<file path="config.mk">
export PLATFORM = sky130hd
export DESIGN_NAME = adc_seq_ctrl
export DESIGN_NICKNAME = d
export VERILOG_FILES = /design/src/rtl/adc_seq_pkg.sv /design/src/rtl/adc_clk_gen.sv /design/src/rtl/adc_sar_fsm.sv /design/src/rtl/adc_ctrl_regs.sv /design/src/rtl/adc_seq_ctrl.sv
export SDC_FILE = /design/constraint.sdc
export NUM_CORES = 1
export LEC_CHECK = 0
export BUFFER_PORTS_ARGS = -buffer_cell sky130_fd_sc_hd__buf_2
export CORE_MARGIN = 2
export CORE_UTILIZATION = 28
export DETAILED_ROUTE_END_ITERATION = 7
export SLEW_MARGIN = 20
export SYNTH_ARGS = -nofsm -noshare
export SYNTH_HDL_FRONTEND = slang
export SYNTH_HIERARCHICAL = 1
export SYNTH_SLANG_ARGS = --single-unit
</file>
<file path="constraint.sdc">
create_clock -name clk -period 3.6 [get_ports clk]
set_input_delay 0.54 -clock clk [delete_from_list [all_inputs] [get_ports clk]]
set_output_delay 0.54 -clock clk [all_outputs]
set_load 0.01 [all_outputs]
</file>
<file path="src/rtl/adc_seq_pkg.sv">
package adc_seq_pkg;

    typedef enum logic [2:0] {
        ST_IDLE,
        ST_SAMPLE,
        ST_TRIAL,
        ST_HOLD,
        ST_WAIT
    } conv_state_e;

    localparam logic [1:0] TRIG_MANUAL = 2'd0;
    localparam logic [1:0] TRIG_TIMER  = 2'd1;
    localparam logic [1:0] TRIG_FREE   = 2'd2;

    localparam logic [2:0] SRC_BRG = 3'd6;
    localparam logic [2:0] SRC_TMR = 3'd7;

    function automatic logic trig_is_manual(input logic [1:0] mode);
        return !(mode == TRIG_TIMER || mode == TRIG_FREE);
    endfunction

endpackage

</file>
<file path="src/rtl/adc_clk_gen.sv">
module adc_clk_gen
    import adc_seq_pkg::*;
#(
    parameter int DIV_CODES = 6
) (
    input  logic       clk,
    input  logic       rst_n,
    input  logic       run,
    input  logic [2:0] sel,
    input  logic       brg_ovf,
    input  logic       tmr_ovf,
    output logic       tick
);

    localparam int CNT_W = (DIV_CODES > 1) ? DIV_CODES - 1 : 1;

    logic [CNT_W-1:0] cnt;
    logic [CNT_W-1:0] cnt_last;
    logic             internal_src;

    // Decode the division terminal count from the select code.
    always_comb begin
        cnt_last     = '0;
        internal_src = 1'b0;
        for (int k = 0; k < DIV_CODES; k++) begin
            if (sel == 3'(k)) begin
                cnt_last     = CNT_W'((1 << k) - 1);
                internal_src = 1'b1;
            end
        end
    end

    always_comb begin
        if (sel == SRC_BRG) begin
            tick = run & brg_ovf;
        end else if (sel == SRC_TMR) begin
            tick = run & tmr_ovf;
        end else begin
            tick = run & internal_src & (cnt == cnt_last);
        end
    end

    // Divider phase restarts with every conversion so latency is exact.
    always_ff @(posedge clk or negedge rst_n) begin
        if (!rst_n) begin
            cnt <= '0;
        end else if (!run || tick) begin
            cnt <= '0;
        end else if (internal_src) begin
            cnt <= cnt + 1'b1;
        end
    end

endmodule

</file>
<file path="src/rtl/adc_sar_fsm.sv">
module adc_sar_fsm
    import adc_seq_pkg::*;
#(
    parameter int RES_W       = 10,
    parameter int CONV_CLKS   = 30,
    parameter int SAMPLE_CLKS = 2
) (
    input  logic             clk,
    input  logic             rst_n,
    input  logic             en,
    input  logic             start_bit,
    input  logic [1:0]       trig,
    input  logic             tick,
    input  logic             tmr_ovf,
    input  logic             cmp_hi,
    output conv_state_e      state,
    output logic             active,
    output logic             launch,
    output logic             finish,
    output logic             clr_start,
    output logic [RES_W-1:0] sar_code,
    output logic [RES_W-1:0] result
);

    localparam int STEP_W = $clog2(CONV_CLKS + 1);
    localparam logic [STEP_W-1:0] SAMPLE_LAST = STEP_W'(SAMPLE_CLKS - 1);
    localparam logic [STEP_W-1:0] CONV_LAST   = STEP_W'(CONV_CLKS - 1);
    localparam logic [RES_W-1:0]  TRIAL_MSB   = RES_W'(1) << (RES_W - 1);

    conv_state_e      st;
    conv_state_e      st_nxt;
    logic [STEP_W-1:0] step;
    logic [RES_W-1:0]  sar;
    logic [RES_W-1:0]  mask;
    logic              manual;
    logic              last_tick;

    assign manual    = trig_is_manual(trig);
    assign last_tick = tick && (step == CONV_LAST);

    // State register
    always_ff @(posedge clk or negedge rst_n) begin
        if (!rst_n) begin
            st <= ST_IDLE;
        end else begin
            st <= st_nxt;
        end
    end

    // Next-state logic
    always_comb begin
        st_nxt = st;
        if (!en) begin
            st_nxt = ST_IDLE;
        end else begin
            unique case (st)
                ST_IDLE: begin
                    if (start_bit) st_nxt = ST_SAMPLE;
                end
                ST_SAMPLE: begin
                    if (tick && step == SAMPLE_LAST) st_nxt = ST_TRIAL;
                end
                ST_TRIAL: begin
                    if (tick && mask[0]) st_nxt = ST_HOLD;
                end
                ST_HOLD: begin
                    if (last_tick) begin
                        if (manual)                 st_nxt = ST_IDLE;
                        else if (trig == TRIG_FREE) st_nxt = ST_SAMPLE;
                        else                        st_nxt = ST_WAIT;
                    end
                end
                ST_WAIT: begin
                    if (manual) st_nxt = ST_IDLE;
                    else if (trig == TRIG_FREE || tmr_ovf) st_nxt = ST_SAMPLE;
                end
                default: st_nxt = ST_IDLE;
            endcase
        end
    end

    // Output logic
    always_comb begin
        active    = (st == ST_SAMPLE) || (st == ST_TRIAL) || (st == ST_HOLD);
        finish    = en && (st == ST_HOLD) && last_tick;
        launch    = en && (((st == ST_IDLE) && start_bit) ||
                           ((st == ST_WAIT) && !manual &&
                            (trig == TRIG_FREE || tmr_ovf)) ||
                           (finish && trig == TRIG_FREE));
        clr_start = manual && (finish || (st == ST_WAIT));
        sar_code  = sar | mask;
        result    = sar;
        state     = st;
    end

    // Step counter, kept bits and one-hot trial mask
    always_ff @(posedge clk or negedge rst_n) begin
        if (!rst_n) begin
            step <= '0;
            sar  <= '0;
            mask <= '0;
        end else if (launch) begin
            step <= '0;
            sar  <= '0;
            mask <= '0;
        end else if (!en) begin
            mask <= '0;
        end else if (active && tick) begin
            step <= step + 1'b1;
            if (st == ST_SAMPLE && step == SAMPLE_LAST) begin
                mask <= TRIAL_MSB;
            end
            if (st == ST_TRIAL) begin
                if (cmp_hi) sar <= sar | mask;
                mask <= mask >> 1;
            end
        end
    end

endmodule

</file>
<file path="src/rtl/adc_ctrl_regs.sv">
module adc_ctrl_regs #(
    parameter int RES_W  = 10,
    parameter int CHAN_W = 4,
    parameter int BYTE_W = 8
) (
    input  logic              clk,
    input  logic              rst_n,
    input  logic              en,
    input  logic              start_wr,
    input  logic              done_clr,
    input  logic              rjust,
    input  logic [CHAN_W-1:0] chan,
    input  logic              launch,
    input  logic              finish,
    input  logic              clr_start,
    input  logic [RES_W-1:0]  result,
    output logic              start_bit,
    output logic              done_flag,
    output logic [BYTE_W-1:0] res_hi,
    output logic [BYTE_W-1:0] res_lo,
    output logic [CHAN_W-1:0] mux_sel
);

    localparam int PACK_W = 2 * BYTE_W;

    logic [PACK_W-1:0] pk_left;
    logic [PACK_W-1:0] pk_right;
    logic [PACK_W-1:0] pk_sel;

    assign pk_left  = PACK_W'(result) << (PACK_W - RES_W);
    assign pk_right = PACK_W'(result);
    assign pk_sel   = rjust ? pk_right : pk_left;

    always_ff @(posedge clk or negedge rst_n) begin
        if (!rst_n) begin
            start_bit <= 1'b0;
        end else if (!en || clr_start) begin
            start_bit <= 1'b0;
        end else if (start_wr) begin
            start_bit <= 1'b1;
        end
    end

    always_ff @(posedge clk or negedge rst_n) begin
        if (!rst_n) begin
            done_flag <= 1'b0;
        end else if (finish) begin
            done_flag <= 1'b1;
        end else if (done_clr) begin
            done_flag <= 1'b0;
        end
    end

    always_ff @(posedge clk or negedge rst_n) begin
        if (!rst_n) begin
            res_hi <= '0;
            res_lo <= '0;
        end else if (finish) begin
            res_hi <= pk_sel[PACK_W-1:BYTE_W];
            res_lo <= pk_sel[BYTE_W-1:0];
        end
    end

    always_ff @(posedge clk or negedge rst_n) begin
        if (!rst_n) begin
            mux_sel <= '0;
        end else if (launch) begin
            mux_sel <= chan;
        end
    end

endmodule

</file>
<file path="src/rtl/adc_seq_ctrl.sv">
module adc_seq_ctrl
    import adc_seq_pkg::*;
#(
    parameter int RES_W       = 10,
    parameter int CONV_CLKS   = 30,
    parameter int SAMPLE_CLKS = 2,
    parameter int CHAN_W      = 4,
    parameter int BYTE_W      = 8,
    parameter int DIV_CODES   = 6
) (
    input  logic              clk,
    input  logic              rst_n,
    input  logic              cfg_en,
    input  logic [2:0]        cfg_clk_sel,
    input  logic [1:0]        cfg_trig,
    input  logic              cfg_rjust,
    input  logic [CHAN_W-1:0] cfg_chan,
    input  logic              cfg_ie,
    input  logic              start_wr,
    input  logic              done_clr,
    input  logic              brg_ovf,
    input  logic              tmr_ovf,
    input  logic              cmp_hi,
    output logic              start_bit,
    output logic              done_flag,
    output logic              irq,
    output logic [BYTE_W-1:0] res_hi,
    output logic [BYTE_W-1:0] res_lo,
    output logic [CHAN_W-1:0] mux_sel,
    output logic [RES_W-1:0]  sar_code
);

    conv_state_e      st;
    logic             tick;
    logic             active;
    logic             launch;
    logic             finish;
    logic             clr_start;
    logic [RES_W-1:0] result;

    adc_clk_gen #(
        .DIV_CODES (DIV_CODES)
    ) u_clk_gen (
        .clk     (clk),
        .rst_n   (rst_n),
        .run     (active),
        .sel     (cfg_clk_sel),
        .brg_ovf (brg_ovf),
        .tmr_ovf (tmr_ovf),
        .tick    (tick)
    );

    adc_sar_fsm #(
        .RES_W       (RES_W),
        .CONV_CLKS   (CONV_CLKS),
        .SAMPLE_CLKS (SAMPLE_CLKS)
    ) u_fsm (
        .clk       (clk),
        .rst_n     (rst_n),
        .en        (cfg_en),
        .start_bit (start_bit),
        .trig      (cfg_trig),
        .tick      (tick),
        .tmr_ovf   (tmr_ovf),
        .cmp_hi    (cmp_hi),
        .state     (st),
        .active    (active),
        .launch    (launch),
        .finish    (finish),
        .clr_start (clr_start),
        .sar_code  (sar_code),
        .result    (result)
    );

    adc_ctrl_regs #(
        .RES_W  (RES_W),
        .CHAN_W (CHAN_W),
        .BYTE_W (BYTE_W)
    ) u_regs (
        .clk       (clk),
        .rst_n     (rst_n),
        .en        (cfg_en),
        .start_wr  (start_wr),
        .done_clr  (done_clr),
        .rjust     (cfg_rjust),
        .chan      (cfg_chan),
        .launch    (launch),
        .finish    (finish),
        .clr_start (clr_start),
        .result    (result),
        .start_bit (start_bit),
        .done_flag (done_flag),
        .res_hi    (res_hi),
        .res_lo    (res_lo),
        .mux_sel   (mux_sel)
    );

    assign irq = done_flag & cfg_ie;

endmodule

</file>
# ---- Yosys cells after proc, flatten, opt, wreduce, memory -nomap -nowiden
# Cells that the tools add are included.
# Widths: inputs -> output; s select.
dict set report totals {
  ff_bits 55
  in_bits 19
  output_inout_bits 33
  elab_cells 122
}
dict set report op_classes {
  add_sub_neg 2
  eq_ne 23
  muxes 43
  bitwise_logic 6
  n_reduce_logical 38
}
# op count
set ops {}
lappend ops {{$mux 10} 10}
lappend ops {{$mux 3} 10}
lappend ops {{$mux 5} 6}
lappend ops {{$mux 16} 1}
lappend ops {{$eq 3x3->1 const B} 5}
lappend ops {{$pmux 3 s5} 1}
lappend ops {{$reduce_bool 2->1} 7}
lappend ops {{$logic_and 1x1->1} 13}
lappend ops {{$mux 1} 13}
lappend ops {{$eq 3x2->1 const B} 4}
lappend ops {{$ne 3x2->1 const B} 4}
lappend ops {{$add 5x1->5 const B} 2}
lappend ops {{$or 10x10->10} 1}
lappend ops {{$logic_or 1x1->1} 9}
lappend ops {{$eq 3x1->1 const B} 2}
lappend ops {{$logic_not 3->1} 2}
lappend ops {{$and 1x1->1} 5}
lappend ops {{$eq 5x1->1 const B} 1}
lappend ops {{$eq 5x5->1} 1}
lappend ops {{$eq 5x5->1 const B} 1}
lappend ops {{$reduce_and 5->1} 1}
lappend ops {{$mux 4} 1}
lappend ops {{$ne 4x1->1 const B} 1}
lappend ops {{$ne 4x4->1 const B} 1}
lappend ops {{7 further kinds} 10}

# ---- Logic depth before layout (Yosys ltp)
dict set report depth {
  depth_word 18
  depth_mapped 12
  ltp_nobuf 10
}

# ---- Cells and area by module
# The synthesis kept the hierarchy.
# module n_inst cells_per_inst area_each_um2
set by_module_without_submodules {}
lappend by_module_without_submodules {adc_sar_fsm 1 174 1661.6}
lappend by_module_without_submodules {adc_ctrl_regs 1 83 933.4}
lappend by_module_without_submodules {adc_clk_gen 1 50 440.4}
lappend by_module_without_submodules {adc_seq_ctrl 1 1 6.3}

# ---- Worst setup path before layout
# No wires, ideal clock.
dict set report synth_timing {
  kind {input port to flip-flop}
  start {input port cfg_clk_sel[0]}
  end {register u_regs.mux_sel[0]}
  setup_time_ns 0.125
  arrival_time_ns 2.851
  setup_slack_ns 0.624
  cell_stages 12
  n_path_buf 2
  cell_sequence {clkbuf_2 or4_1 o221ai_2 a21oi_1 o22ai_1 and2_1 and3_1 and4_1 o21ai_1 buf_2 inv_1 mux2_2}
}
dict set report synth_via {
  elab_chain_len 16
  elab_cells_between_ends 29
  cone_classes {8 x eq/ne; 13 x mux; 2 x bitwise; 6 x reduce/logical}
}
# item line_no
set synth_lines {}
lappend synth_lines {{start: declaration} adc_seq_ctrl.sv:14} ;# input logic [2:0] cfg_clk_sel,
lappend synth_lines {{parallel branches: the longest is 10 deep, another holds $mux 5} --}
lappend synth_lines {{$mux 1 *} adc_clk_gen.sv:34} ;# if (sel == SRC_BRG) begin
lappend synth_lines {{named net tick} adc_seq_ctrl.sv:34} ;# logic tick;
lappend synth_lines {{$logic_and 1x1->1 *} adc_sar_fsm.sv:39} ;# assign last_tick = tick && (step == CONV_LAST);
lappend synth_lines {{$logic_and 1x1->1 *} adc_sar_fsm.sv:85} ;# finish = en && (st == ST_HOLD) && last_tick;
lappend synth_lines {{$logic_and 1x1->1 *} adc_sar_fsm.sv:89} ;# (finish && trig == TRIG_FREE));
lappend synth_lines {{$logic_or 1x1->1 *} adc_sar_fsm.sv:88} ;# (trig == TRIG_FREE || tmr_ovf)) ||
lappend synth_lines {{$logic_and 1x1->1 *} adc_sar_fsm.sv:86} ;# launch = en && (((st == ST_IDLE) && start_bit) ||
lappend synth_lines {{named net launch} adc_seq_ctrl.sv:36} ;# logic launch;
lappend synth_lines {{end signal: assignment} adc_ctrl_regs.sv:68} ;# mux_sel <= chan;
lappend synth_lines {{end: declaration} adc_ctrl_regs.sv:21} ;# output logic [CHAN_W-1:0] mux_sel
# Mark *: on every way through the listed nets, which the timed path passes.
# A chain may end at the register's enable or synchronous reset.

# ---- Worst setup path after layout
dict set report layout_timing {
  start {register u_clk_gen.cnt[2]}
  end {register u_regs.mux_sel[1]}
}
dict set report layout_via {
  elab_chain_len 9
}
# item line_no
set layout_lines {}
lappend layout_lines {{start: declaration} adc_clk_gen.sv:17} ;# logic [CNT_W-1:0] cnt;
lappend layout_lines {{start signal: assignment} adc_clk_gen.sv:50} ;# cnt <= cnt + 1'b1;
lappend layout_lines {{$eq 5x5->1} adc_clk_gen.sv:39} ;# tick = run & internal_src & (cnt == cnt_last);
lappend layout_lines {{$and 1x1->1} adc_clk_gen.sv:39}
lappend layout_lines {{$mux 1} adc_clk_gen.sv:36} ;# end else if (sel == SRC_TMR) begin
lappend layout_lines {{$mux 1} adc_clk_gen.sv:34}
lappend layout_lines {{named net tick} adc_seq_ctrl.sv:34}
lappend layout_lines {{$logic_and 1x1->1} adc_sar_fsm.sv:39}
lappend layout_lines {{$logic_and 1x1->1} adc_sar_fsm.sv:85}
lappend layout_lines {{$logic_and 1x1->1} adc_sar_fsm.sv:89}
lappend layout_lines {{$logic_or 1x1->1} adc_sar_fsm.sv:88}
lappend layout_lines {{$logic_and 1x1->1} adc_sar_fsm.sv:86}
lappend layout_lines {{named net launch} adc_seq_ctrl.sv:36}
# The timed path passes the listed nets, and every way through them passes these cells.

==> run metrics <==
outcome=finished, final reports clean; Post-CTS Setup Inserts=0; syn nets=about 330; Final setup viols=0; Ys Warns=6; critical path endpoint category=flip-flop; post-synth cell types=just under 60; reg2reg start=u_clk_gen/cnt[2]; power per cell area=349 nW/um^2; drt drc=0; CTS max path bufs=2; first-pass GRT wire length=11.0 mm; Detail Route Antenna Nets=0; n_diodes=0; EDFF count, synth=0; CTS buffer count=5; Worst EP required=3.80 ns; Slew Viols, Final=0; commonest non-fill, non-tap cell in the layout=dfrtp_1; TritonRoute pass-1 iters=4; Mapped Cells=308; vias=2422; dpl cell area=3360 um^2; CP top delay family=simple AND/OR/NAND/NOR gates; IO buf count=51; TritonCTS clock tree=done; Hold Buf Count CTS=0; Tcrit/Tclk final=0.766; worst vdd ir=0.171 mV; Clock Skew=0.00811 ns; GPL Wtd Cong=between 0.9 and 1; Avg WL per Cell=13.6 um; Arr. time, crit path=2.96 ns; Main synth FF type=dfrtp_1; Post-Syn Area=approximately 3000 um^2; Reg clk slew, reported paths=approximately 0.1 ns; hold crit path type=in -> async; core area=10700 um^2; area growth from synthesis to layout=14.3%; die area=11700 um^2; Leak=1.59 nW; GRT Util Overall=0.117; fmax=approximately 0.36 GHz; I/O Pins=52; Yosys reg bits=55; nets=between 300 and 400; CP startpoint=u_clk_gen/cnt[2]; CP Buf/Inv Count=1; antenna violations before repair=0; RSZ-0062 raised after global routing=no; Hold Vio Cnt, Final=0; Fillers=1108; WS Path Type=reg -> reg; critical path launch point type=flip-flop; CP max-delay cell=dfrtp_1; row cnt=38; DP Wirelength=about 4.9 mm; commonest non-fill, non-tap cells in the layout=55 x dfrtp_1, 51 x buf_2, 24 x inv_1; initial DRC count=150; final wirelength=approximately 6.7 mm; crit-path max cell delay=about 0.50 ns; slew margin rel.=0.397; grt ovf=0; Setup TNS=0 ns; Final min period=about 2.8 ns; Util after Layout=0.325; Hold Slack=0.360 ns; CP max FO=8; routed vias/inst=4.93; share of layout cells above drive strength 1=0.299; clk root buf=clkbuf_8; initial core utilization=0.284; DIE HEIGHT=108 um; worst path cell trace=or4_1 -> o221ai_2 -> a21oi_1 -> o22ai_1 -> and2_1 -> and3_1 -> and4_1 -> o21ai_1 -> inv_1 -> mux2_2; clk sinks=55; Final Cell Area=3480 um^2; worst-margin pin slew=roughly 0.91 ns; Die X-Extent=108 um; Max-Cap Viols=0; vias in the first global route=2209; post-CTS sizing=0; asr flop ratio synth=1.00; total power=1.21 mW; H-tree Lvls=2; Avg Synthesized Cell Area=9.88 um^2; sequential share of the synthesized area=0.452; Clk Latency, worst-skew pair=0.30 ns; pin count of the biggest net entering global routing=40
## Yosys cell counts, types with 7 or more instances
library cell,count,area [um^2]
a21oi_2,12,105
nand2_1,11,41.3
nand3_1,22,110
dfrtp_1,55,1380
or2_2,12,75.1
inv_1,24,90.1
o21a_1,11,82.6
nand4_1,8,50.1
nor2_1,23,86.3
a22oi_1,8,60.1
o21ai_0,15,75.1
a21oi_1,7,35.0
## cell families after synthesis
family | Yosys count | synth area share
buffers and inverters | 44 | 0.0757
and+or+nand+nor | 110 | 0.210
muxes | 9 | 0.0313
DFF | 55 | 0.452
adders and majority gates | 6 | 0.0247
AOI/OAI and AO/OA | 78 | 0.189
xor gates and xnor gates | 6 | 0.0173
## final cells by class
cell class                      count  area, um^2  share of cell area
Sequential cell                    55        1380               0.396
Clock inverter                      2        38.8              0.0112
Inverter                           24        90.1              0.0259
Clock buffer                        6        72.6              0.0209
Tap cell                          140         175              0.0504
Timing Repair Buffer               55         285              0.0821
Multi-Input combinational cell    209        1440               0.414
## report_power, final
| group | leakage [nW] | switching [mW] | total (mW) | internal, mW |
|---|---|---|---|---|
| combinational | 0.842 | 0.0814 | 0.141 | 0.0599 |
| sequential | 0.691 | 0.0197 | 0.655 | 0.636 |
| clock | 0.0558 | 0.205 | 0.416 | 0.211 |
## worst reg2reg max path, delay by kind of cell (launching register included)
kind | cells | cell delay, ns
buf+inv | 1 | 0.16
flops | 1 | 0.50
mux | 1 | 0.35
compound gates | 4 | 0.51
simple gates | 4 | 1.14
## per-layer routing
| metal | part of all wire | wire length (um) | global-route usage |
|---|---|---|---|
| met1 | 0.45 | 3020 | 0.156 |
| met2 | 0.50 | 3340 | 0.194 |
| met3 | 0.036 | 240 | 0.0223 |
| met4 | 0.011 | 70 | 0.0311 |
| met5 | 0 | 0 | 0 |
## path summary, 6_finish.rpt
path | slack, ns | end | cells past startpoint
max reg2reg | 0.84 | u_regs/mux_sel[1] | 10
min in group clk | 0.46 | u_regs/mux_sel[0] | 2
min | 0.36 | u_fsm/result[6] | 1
max in group asynchronous | 2.48 | u_fsm/step[2] | 2
min reg2reg | 0.50 | u_regs/done_flag | 1
max | 0.84 | u_regs/mux_sel[1] | 10
## stage by stage
step / instances / setup slack, ns
after global placement: 483 / 0.583
after CTS: 491 / 0.828
after global routing: 491 / 0.655
after floorplan: 308 / 0.624
after detailed placement: 483 / 0.508
final: 491 / 0.841
## flip-flops by register name, indices dropped and copies added (netlist names), 3 cells and up
register	cells
u_clk_gen/cnt	5
u_fsm/state	3
u_fsm/step	5
u_fsm/result	10
u_fsm/mask	10
u_regs/mux_sel	4
u_regs/res_hi	8
u_regs/res_lo	8
No activity file was read; power rests on OpenSTA's default activity.
